<file path="src/rtl/dbg_gate_pkg.sv">
package dbg_gate_pkg;
  localparam int unsigned WORD_W = 32;

  typedef enum logic [2:0] {
    S_IDLE,
    S_RD_PROT,
    S_WT_PROT,
    S_RD_CTL,
    S_WT_CTL,
    S_REL,
    S_DONE
  } seq_st_e;

  typedef struct packed {
    logic bus;
    logic cpu;
    logic patch;
    logic trace;
  } dbg_en_t;
endpackage

</file>
<file path="src/rtl/dbg_gate_seq.sv">
module dbg_gate_seq
  import dbg_gate_pkg::*;
#(
  parameter int unsigned AW        = 8,
  parameter int unsigned RD_LAT    = 2,
  parameter logic [AW-1:0] PROT_ADDR = 'h00,
  parameter logic [AW-1:0] CTL_ADDR  = 'h04
) (
  input  logic          clk_i,
  input  logic          rst_ni,
  output logic          cfg_req_o,
  output logic [AW-1:0] cfg_addr_o,
  output logic          prot_stb_o,
  output logic          ctl_stb_o,
  output logic          rel_stb_o
);
  localparam int unsigned CW = (RD_LAT > 1) ? $clog2(RD_LAT) : 1;
  localparam logic [CW-1:0] LAST = CW'(RD_LAT - 1);

  seq_st_e st_q, st_d;
  logic [CW-1:0] cnt_q;
  logic in_wait, cnt_last;

  assign in_wait  = (st_q == S_WT_PROT) || (st_q == S_WT_CTL);
  assign cnt_last = (cnt_q == LAST);

  always_comb begin
    st_d = st_q;
    unique case (st_q)
      S_IDLE:    st_d = S_RD_PROT;
      S_RD_PROT: st_d = S_WT_PROT;
      S_WT_PROT: if (cnt_last) st_d = S_RD_CTL;
      S_RD_CTL:  st_d = S_WT_CTL;
      S_WT_CTL:  if (cnt_last) st_d = S_REL;
      S_REL:     st_d = S_DONE;
      S_DONE:    st_d = S_DONE;
      default:   st_d = S_IDLE;
    endcase
  end

  always_ff @(posedge clk_i or negedge rst_ni) begin
    if (!rst_ni) begin
      st_q  <= S_IDLE;
      cnt_q <= '0;
    end else begin
      st_q <= st_d;
      if (in_wait && !cnt_last) cnt_q <= cnt_q + 1'b1;
      else                      cnt_q <= '0;
    end
  end

  assign cfg_req_o  = (st_q == S_RD_PROT) || (st_q == S_RD_CTL);
  assign cfg_addr_o = (st_q == S_RD_CTL) ? CTL_ADDR :
                      (st_q == S_RD_PROT) ? PROT_ADDR : '0;
  assign prot_stb_o = (st_q == S_WT_PROT) && cnt_last;
  assign ctl_stb_o  = (st_q == S_WT_CTL) && cnt_last;
  assign rel_stb_o  = (st_q == S_REL);

  // requests are single-cycle pulses
  p_req_pulse_r2: assert property (@(posedge clk_i) disable iff (!rst_ni)
    cfg_req_o |=> !cfg_req_o);

  // release strobe follows the control capture directly
  p_rel_after_ctl_r3: assert property (@(posedge clk_i) disable iff (!rst_ni)
    rel_stb_o |-> $past(ctl_stb_o));

  p_stb_excl_r2: assert property (@(posedge clk_i) disable iff (!rst_ni)
    prot_stb_o |=> !ctl_stb_o);
endmodule

</file>
<file path="src/rtl/dbg_gate_word_reg.sv">
module dbg_gate_word_reg #(
  parameter int unsigned W = 32
) (
  input  logic         clk_i,
  input  logic         rst_ni,
  input  logic         stb_i,
  input  logic [W-1:0] d_i,
  output logic [W-1:0] q_o
);
  // reset value 0 = protected / disabled
  always_ff @(posedge clk_i or negedge rst_ni) begin
    if (!rst_ni)    q_o <= '0;
    else if (stb_i) q_o <= d_i;
  end
endmodule

</file>
<file path="src/rtl/dbg_gate_decode.sv">
module dbg_gate_decode
  import dbg_gate_pkg::*;
#(
  parameter int unsigned W         = 32,
  parameter int unsigned FLD_W     = 8,
  parameter int unsigned PATCH_LSB = 0,
  parameter int unsigned TRACE_LSB = 8
) (
  input  logic [W-1:0] prot_i,
  input  logic [W-1:0] ctl_i,
  output dbg_en_t      en_o
);
  localparam int unsigned NFLD = 2;
  localparam int unsigned FLD_LSB [NFLD] = '{PATCH_LSB, TRACE_LSB};

  logic open_dbg;
  logic [NFLD-1:0] fld_on;
  logic unused_ctl;

  assign open_dbg = &prot_i;

  for (genvar g = 0; g < NFLD; g++) begin : g_fld
    assign fld_on[g] = &ctl_i[FLD_LSB[g] +: FLD_W];
  end

  assign unused_ctl = ^ctl_i;

  assign en_o.bus   = open_dbg;
  assign en_o.cpu   = open_dbg;
  assign en_o.patch = open_dbg & fld_on[0];
  assign en_o.trace = open_dbg & fld_on[1];
endmodule

</file>
<file path="src/rtl/dbg_gate_top.sv">
module dbg_gate_top
  import dbg_gate_pkg::*;
#(
  parameter int unsigned AW        = 8,
  parameter int unsigned RD_LAT    = 2,
  parameter logic [AW-1:0] PROT_ADDR = 'h00,
  parameter logic [AW-1:0] CTL_ADDR  = 'h04,
  parameter int unsigned FLD_W     = 8,
  parameter int unsigned PATCH_LSB = 0,
  parameter int unsigned TRACE_LSB = 8
) (
  input  logic              clk_i,
  input  logic              rst_ni,
  output logic              cfg_req_o,
  output logic [AW-1:0]     cfg_addr_o,
  input  logic [WORD_W-1:0] cfg_rdata_i,
  output logic              cpu_rst_rel_o,
  output logic              dbg_bus_en_o,
  output logic              cpu_dbg_en_o,
  output logic              patch_en_o,
  output logic              trace_en_o
);
  logic prot_stb, ctl_stb, rel_stb;
  logic [WORD_W-1:0] prot_q, ctl_q;
  dbg_en_t en_d, en_q;
  logic rel_q;

  dbg_gate_seq #(
    .AW(AW), .RD_LAT(RD_LAT), .PROT_ADDR(PROT_ADDR), .CTL_ADDR(CTL_ADDR)
  ) u_seq (
    .clk_i(clk_i), .rst_ni(rst_ni),
    .cfg_req_o(cfg_req_o), .cfg_addr_o(cfg_addr_o),
    .prot_stb_o(prot_stb), .ctl_stb_o(ctl_stb), .rel_stb_o(rel_stb)
  );

  dbg_gate_word_reg #(.W(WORD_W)) u_prot (
    .clk_i(clk_i), .rst_ni(rst_ni), .stb_i(prot_stb), .d_i(cfg_rdata_i), .q_o(prot_q)
  );

  dbg_gate_word_reg #(.W(WORD_W)) u_ctl (
    .clk_i(clk_i), .rst_ni(rst_ni), .stb_i(ctl_stb), .d_i(cfg_rdata_i), .q_o(ctl_q)
  );

  dbg_gate_decode #(
    .W(WORD_W), .FLD_W(FLD_W), .PATCH_LSB(PATCH_LSB), .TRACE_LSB(TRACE_LSB)
  ) u_dec (
    .prot_i(prot_q), .ctl_i(ctl_q), .en_o(en_d)
  );

  // enables and release load on the same edge
  always_ff @(posedge clk_i or negedge rst_ni) begin
    if (!rst_ni) begin
      en_q  <= '0;
      rel_q <= 1'b0;
    end else if (rel_stb) begin
      en_q  <= en_d;
      rel_q <= 1'b1;
    end
  end

  assign cpu_rst_rel_o = rel_q;
  assign dbg_bus_en_o  = en_q.bus;
  assign cpu_dbg_en_o  = en_q.cpu;
  assign patch_en_o    = en_q.patch;
  assign trace_en_o    = en_q.trace;

  p_release_sticky_r3: assert property (@(posedge clk_i) disable iff (!rst_ni)
    cpu_rst_rel_o |=> cpu_rst_rel_o);

  p_en_hold_r9: assert property (@(posedge clk_i) disable iff (!rst_ni)
    cpu_rst_rel_o |=> $stable({dbg_bus_en_o, cpu_dbg_en_o, patch_en_o, trace_en_o}));

  p_no_req_after_rel_r9: assert property (@(posedge clk_i) disable iff (!rst_ni)
    cpu_rst_rel_o |-> !cfg_req_o);

  p_en_before_rel_r8: assert property (@(posedge clk_i) disable iff (!rst_ni)
    (dbg_bus_en_o || patch_en_o || trace_en_o) |-> cpu_rst_rel_o);

  p_cpu_follows_bus_r5: assert property (@(posedge clk_i) disable iff (!rst_ni)
    cpu_dbg_en_o == dbg_bus_en_o);

  p_patch_needs_bus_r6: assert property (@(posedge clk_i) disable iff (!rst_ni)
    patch_en_o |-> dbg_bus_en_o);

  p_trace_needs_bus_r7: assert property (@(posedge clk_i) disable iff (!rst_ni)
    trace_en_o |-> dbg_bus_en_o);
endmodule

</file>
<file path="config.mk">
export PLATFORM = sky130hd
export DESIGN_NAME = dbg_gate_top
export DESIGN_NICKNAME = d
export VERILOG_FILES = /design/src/rtl/dbg_gate_pkg.sv /design/src/rtl/dbg_gate_seq.sv /design/src/rtl/dbg_gate_word_reg.sv /design/src/rtl/dbg_gate_decode.sv /design/src/rtl/dbg_gate_top.sv
export SDC_FILE = /design/constraint.sdc
export NUM_CORES = 1
export LEC_CHECK = 0
export BUFFER_PORTS_ARGS = -buffer_cell sky130_fd_sc_hd__buf_2
export CAP_MARGIN = 20
export CORE_MARGIN = 1
export CORE_UTILIZATION = 49
export CTS_CLUSTER_DIAMETER = 200
export DETAILED_ROUTE_END_ITERATION = 10
export PLACE_DENSITY = 0.78
export SKIP_LAST_GASP = 1
export SLEW_MARGIN = 20
export SYNTH_ARGS = -nofsm -noshare
export SYNTH_HDL_FRONTEND = slang
export SYNTH_SLANG_ARGS = --single-unit
</file>
<file path="constraint.sdc">
create_clock -name clk_i -period 1.4 [get_ports clk_i]
set_input_delay 0.28 -clock clk_i [delete_from_list [all_inputs] [get_ports clk_i]]
set_output_delay 0.28 -clock clk_i [all_outputs]
set_load 0.02 [all_outputs]
</file>
==> flow_summary_export.csv <==
group,metric,value,unit
pwr,p_per_area,918,mW/mm^2
clock_network,root_buffer,"clkbuf_8",
drt,vias_per_cell,5.04,
clock_network,insertion_delay,0.30,ns
final_layout,synthToLayoutAreaGrowth,24.2,%
critical_path,crit_slowest_cell,"dfrtp_1",
drt,drt-initial-drc-count,82,
pwr,peakVddDrop,0.594,mV
logic_synthesis,async_reset_ff_frac,1.00,
floorplan,die_x,73.1,um
sta,clock_skew,0.00637,ns
drt,first_pass_iters,4,
pwr,design_power_total,2830,uW
logic_synthesis,synth.top_cell.area_share,0.565,
global_routing,grt_overflow,0,
sta,hold_viol,0,
placement,io_buffers,40,
placement,gp_congestion,0.775,
critical_path,slowest_delay,0.40,ns
clock_network,numCtsBuffers,5,
logic_synthesis,ys_warn_count,0,
pwr,power.leakage,0.00147,uW
logic_synthesis,syn_area,0.00248,mm^2
clock_network,clk_pin_slew_worst_paths,0.09,ns
logic_synthesis,netlist_top_cells_area,"dfrtp_1 57%, mux2_4 18%, mux2_2 8.6%, nand4_1 3.0%, buf_4 2.7%",
drt,ant_nets,0,
logic_synthesis,ys_seq_area_frac,0.565,
worst_hold_path,min_path_type,"input port to flop",
run_status,status,"finished, violations left",
sta,clock.fmax,642,MHz
critical_path,rr_startpoint,"u_seq.st_q[0]$_DFFE_PN0P_",
global_routing,grt_pass1_vias,1587,
sta,finalWorstSetupSlack,-0.157,ns
sta,grt_setup_unrepaired,"true",
floorplan,ioPinCount,48,
placement,dp_slack,-0.0826,ns
sta,fin_crit_sh,1.11,
critical_path,crit_required,1.59,ns
floorplan,die_area,0.00535,mm^2
logic_synthesis,synth_flop_cell,"dfrtp_1",
logic_synthesis,yosysMostFrequentCell,"dfrtp_1",
logic_synthesis,avgSynthCellArea,15.0,um^2
final_layout,multi_input_area,0.00108,mm^2
critical_path,arrival,1.74,ns
logic_synthesis,synthTopCellsByCount,"56 x dfrtp_1, 30 x mux2_4, 19 x mux2_2, 12 x nand4_1, 9 x buf_4",
drt,routed_wl,4650,um
clock_network,htreeDepth,2,
drt,num_vias,1463,
run_status,violations,"negative setup slack",
clock_network,clockBufferDepth,2,
critical_path,crit_buf_inv,3,
sta,fin_crit,1.56,ns
critical_path,cp_top_family,"buffers and inverters",
critical_path,path_cells,"buf_4, inv_4, ha_4, nand3b_4, buf_12, mux2_4",
global_routing,antenna_found_initial,0,
placement,dp_hpwl,3180,um
critical_path,worstSetupPathType,"flop to flop",
floorplan,rows,25,
worst_hold_path,worstHoldStart,"cfg_rdata_i[17]",
logic_synthesis,synth_cell_types,21,
sta,maxSlewViolCount,0,
final_layout,diodes,0,
sta,hold_slack,0.205,ns
sta,setup_violations,52,
final_layout,finalNetCount,260,
critical_path,crit_fanout,8,
logic_synthesis,synth_edf_count,0,
logic_synthesis,synthCells,165,
floorplan,fp.dieH,73.1,um
final_layout,fillers,362,
global_routing,grt_pass1_wl,7620,um
drt,drc,0,
clock_network,cts_tree,"yes",
global_routing,grt_max_degree,24,
critical_path,end_kind,"flop",
critical_path,startpoint,"u_seq.st_q[0]$_DFFE_PN0P_",
final_layout,drive_gt1_frac,0.583,
logic_synthesis,yosys.area.top_type,"dfrtp_1",
final_layout,seqCellArea,0.00140,mm^2
logic_synthesis,synth_seq_cells,56,
job,cap_violations,0,
drt,wl_per_cell,16.0,um
floorplan,core_area,0.00479,mm^2
floorplan,start_util,0.518,
clock_network,numClockSinks,56,
critical_path,worstSetupStartpointType,"flop",
global_routing,grt_usage,0.195,
[area by class of cell]
type,instances,area share
Tap cell,67,0.0272
Timing Repair Buffer,56,0.131
Inverter,3,0.00447
Clock buffer,8,0.0293
Multi-Input combinational cell,100,0.352
Sequential cell,56,0.456
[logic make-up (layout without fill, tap and decap cells)]
| family | count (synthesis) | count (layout) | synth area share |
|---|---|---|---|
| adder cells (fa/ha/maj) | 4 | 4 | 0.0202 |
| AND/OR/NAND/NOR | 31 | 32 | 0.0762 |
| flip-flops | 56 | 56 | 0.565 |
| buffers and inverters | 16 | 67 | 0.0499 |
| other | 1 | 7 | 0.00151 |
| AO/OA/AOI/OAI | 8 | 8 | 0.0192 |
| multiplexers | 49 | 49 | 0.268 |
[stage by stage]
stage               utilization  cell area (um^2)  std cells  setup TNS, ns
floorplan                     -              2530        171              0
global placement          0.587              2810        273         -0.258
detailed placement        0.587              2810        273          -1.36
CTS                       0.637              3050        290          -5.93
global route              0.643              3080        290          -9.36
finish                    0.643              3080        290          -6.06
[sequential cells by signal, summed over array words and instances, names as in the netlist]
register and count:
u_ctl.q_o 16, u_seq.cnt_last 1, patch_en_o 1, cpu_dbg_en_o 1
cpu_rst_rel_o 1, u_seq.st_q 3, trace_en_o 1, u_prot.q_o 32
[path summary, 6_finish.rpt]
kind                                               to  slack, ns  cells past startpoint
setup / recovery           u_prot.q_o[21]$_DFFE_PN0P_      -0.16                      6
hold / removal             u_prot.q_o[17]$_DFFE_PN0P_       0.20                      2
setup reg to reg           u_prot.q_o[21]$_DFFE_PN0P_      -0.16                      6
hold reg to reg             cpu_rst_rel_o$_DFFE_PN0N_       0.48                      1
max in group asynchronous   u_seq.st_q[1]$_DFFE_PN0P_       0.46                      3
min in group asynchronous  u_prot.q_o[19]$_DFFE_PN0P_       0.45                      2
[power by group]
part / internal, uW / total [uW] / switching [uW] / leakage, uW
Clock: 405 / 885 / 481 / 0.0000455
Combinational: 124 / 216 / 92.3 / 0.000771
Sequential: 1690 / 1730 / 39.8 / 0.000655
[cell usage in the layout (no fill, tap or decap), drive strengths merged]
cell type and instances:
nor3 1, o21ai 4, dlygate4sd3 1, nand4 12, o31ai 3, conb 7
ha 4, nor4 1, clkbuf 8, nand3 3, buf 55, nor2b 1
nand2 7, nand3b 1, nand2b 2, mux2 49, nor2 4, inv 3
a21oi 1, dfrtp 56
[repair_timing]
action	CTS	global route
gates cloned	2	0
buffers inserted	6	0
resized for setup	15	8
pin swaps	5	1
setup endpoints to repair	50	54
hold endpoints to repair	16	0
hold buffers	1	0
[layer usage]
layer	up-vias	GRT usage	share of wire	wire [um]
met3	5	0.0428	0.046	212
met5	-	0	0	0
met4	0	0.0741	0.0086	40
met2	34	0.326	0.52	2410
li1	686	-	-	-
met1	738	0.248	0.43	1990
Note: power is estimated with default switching activity, not from simulation.
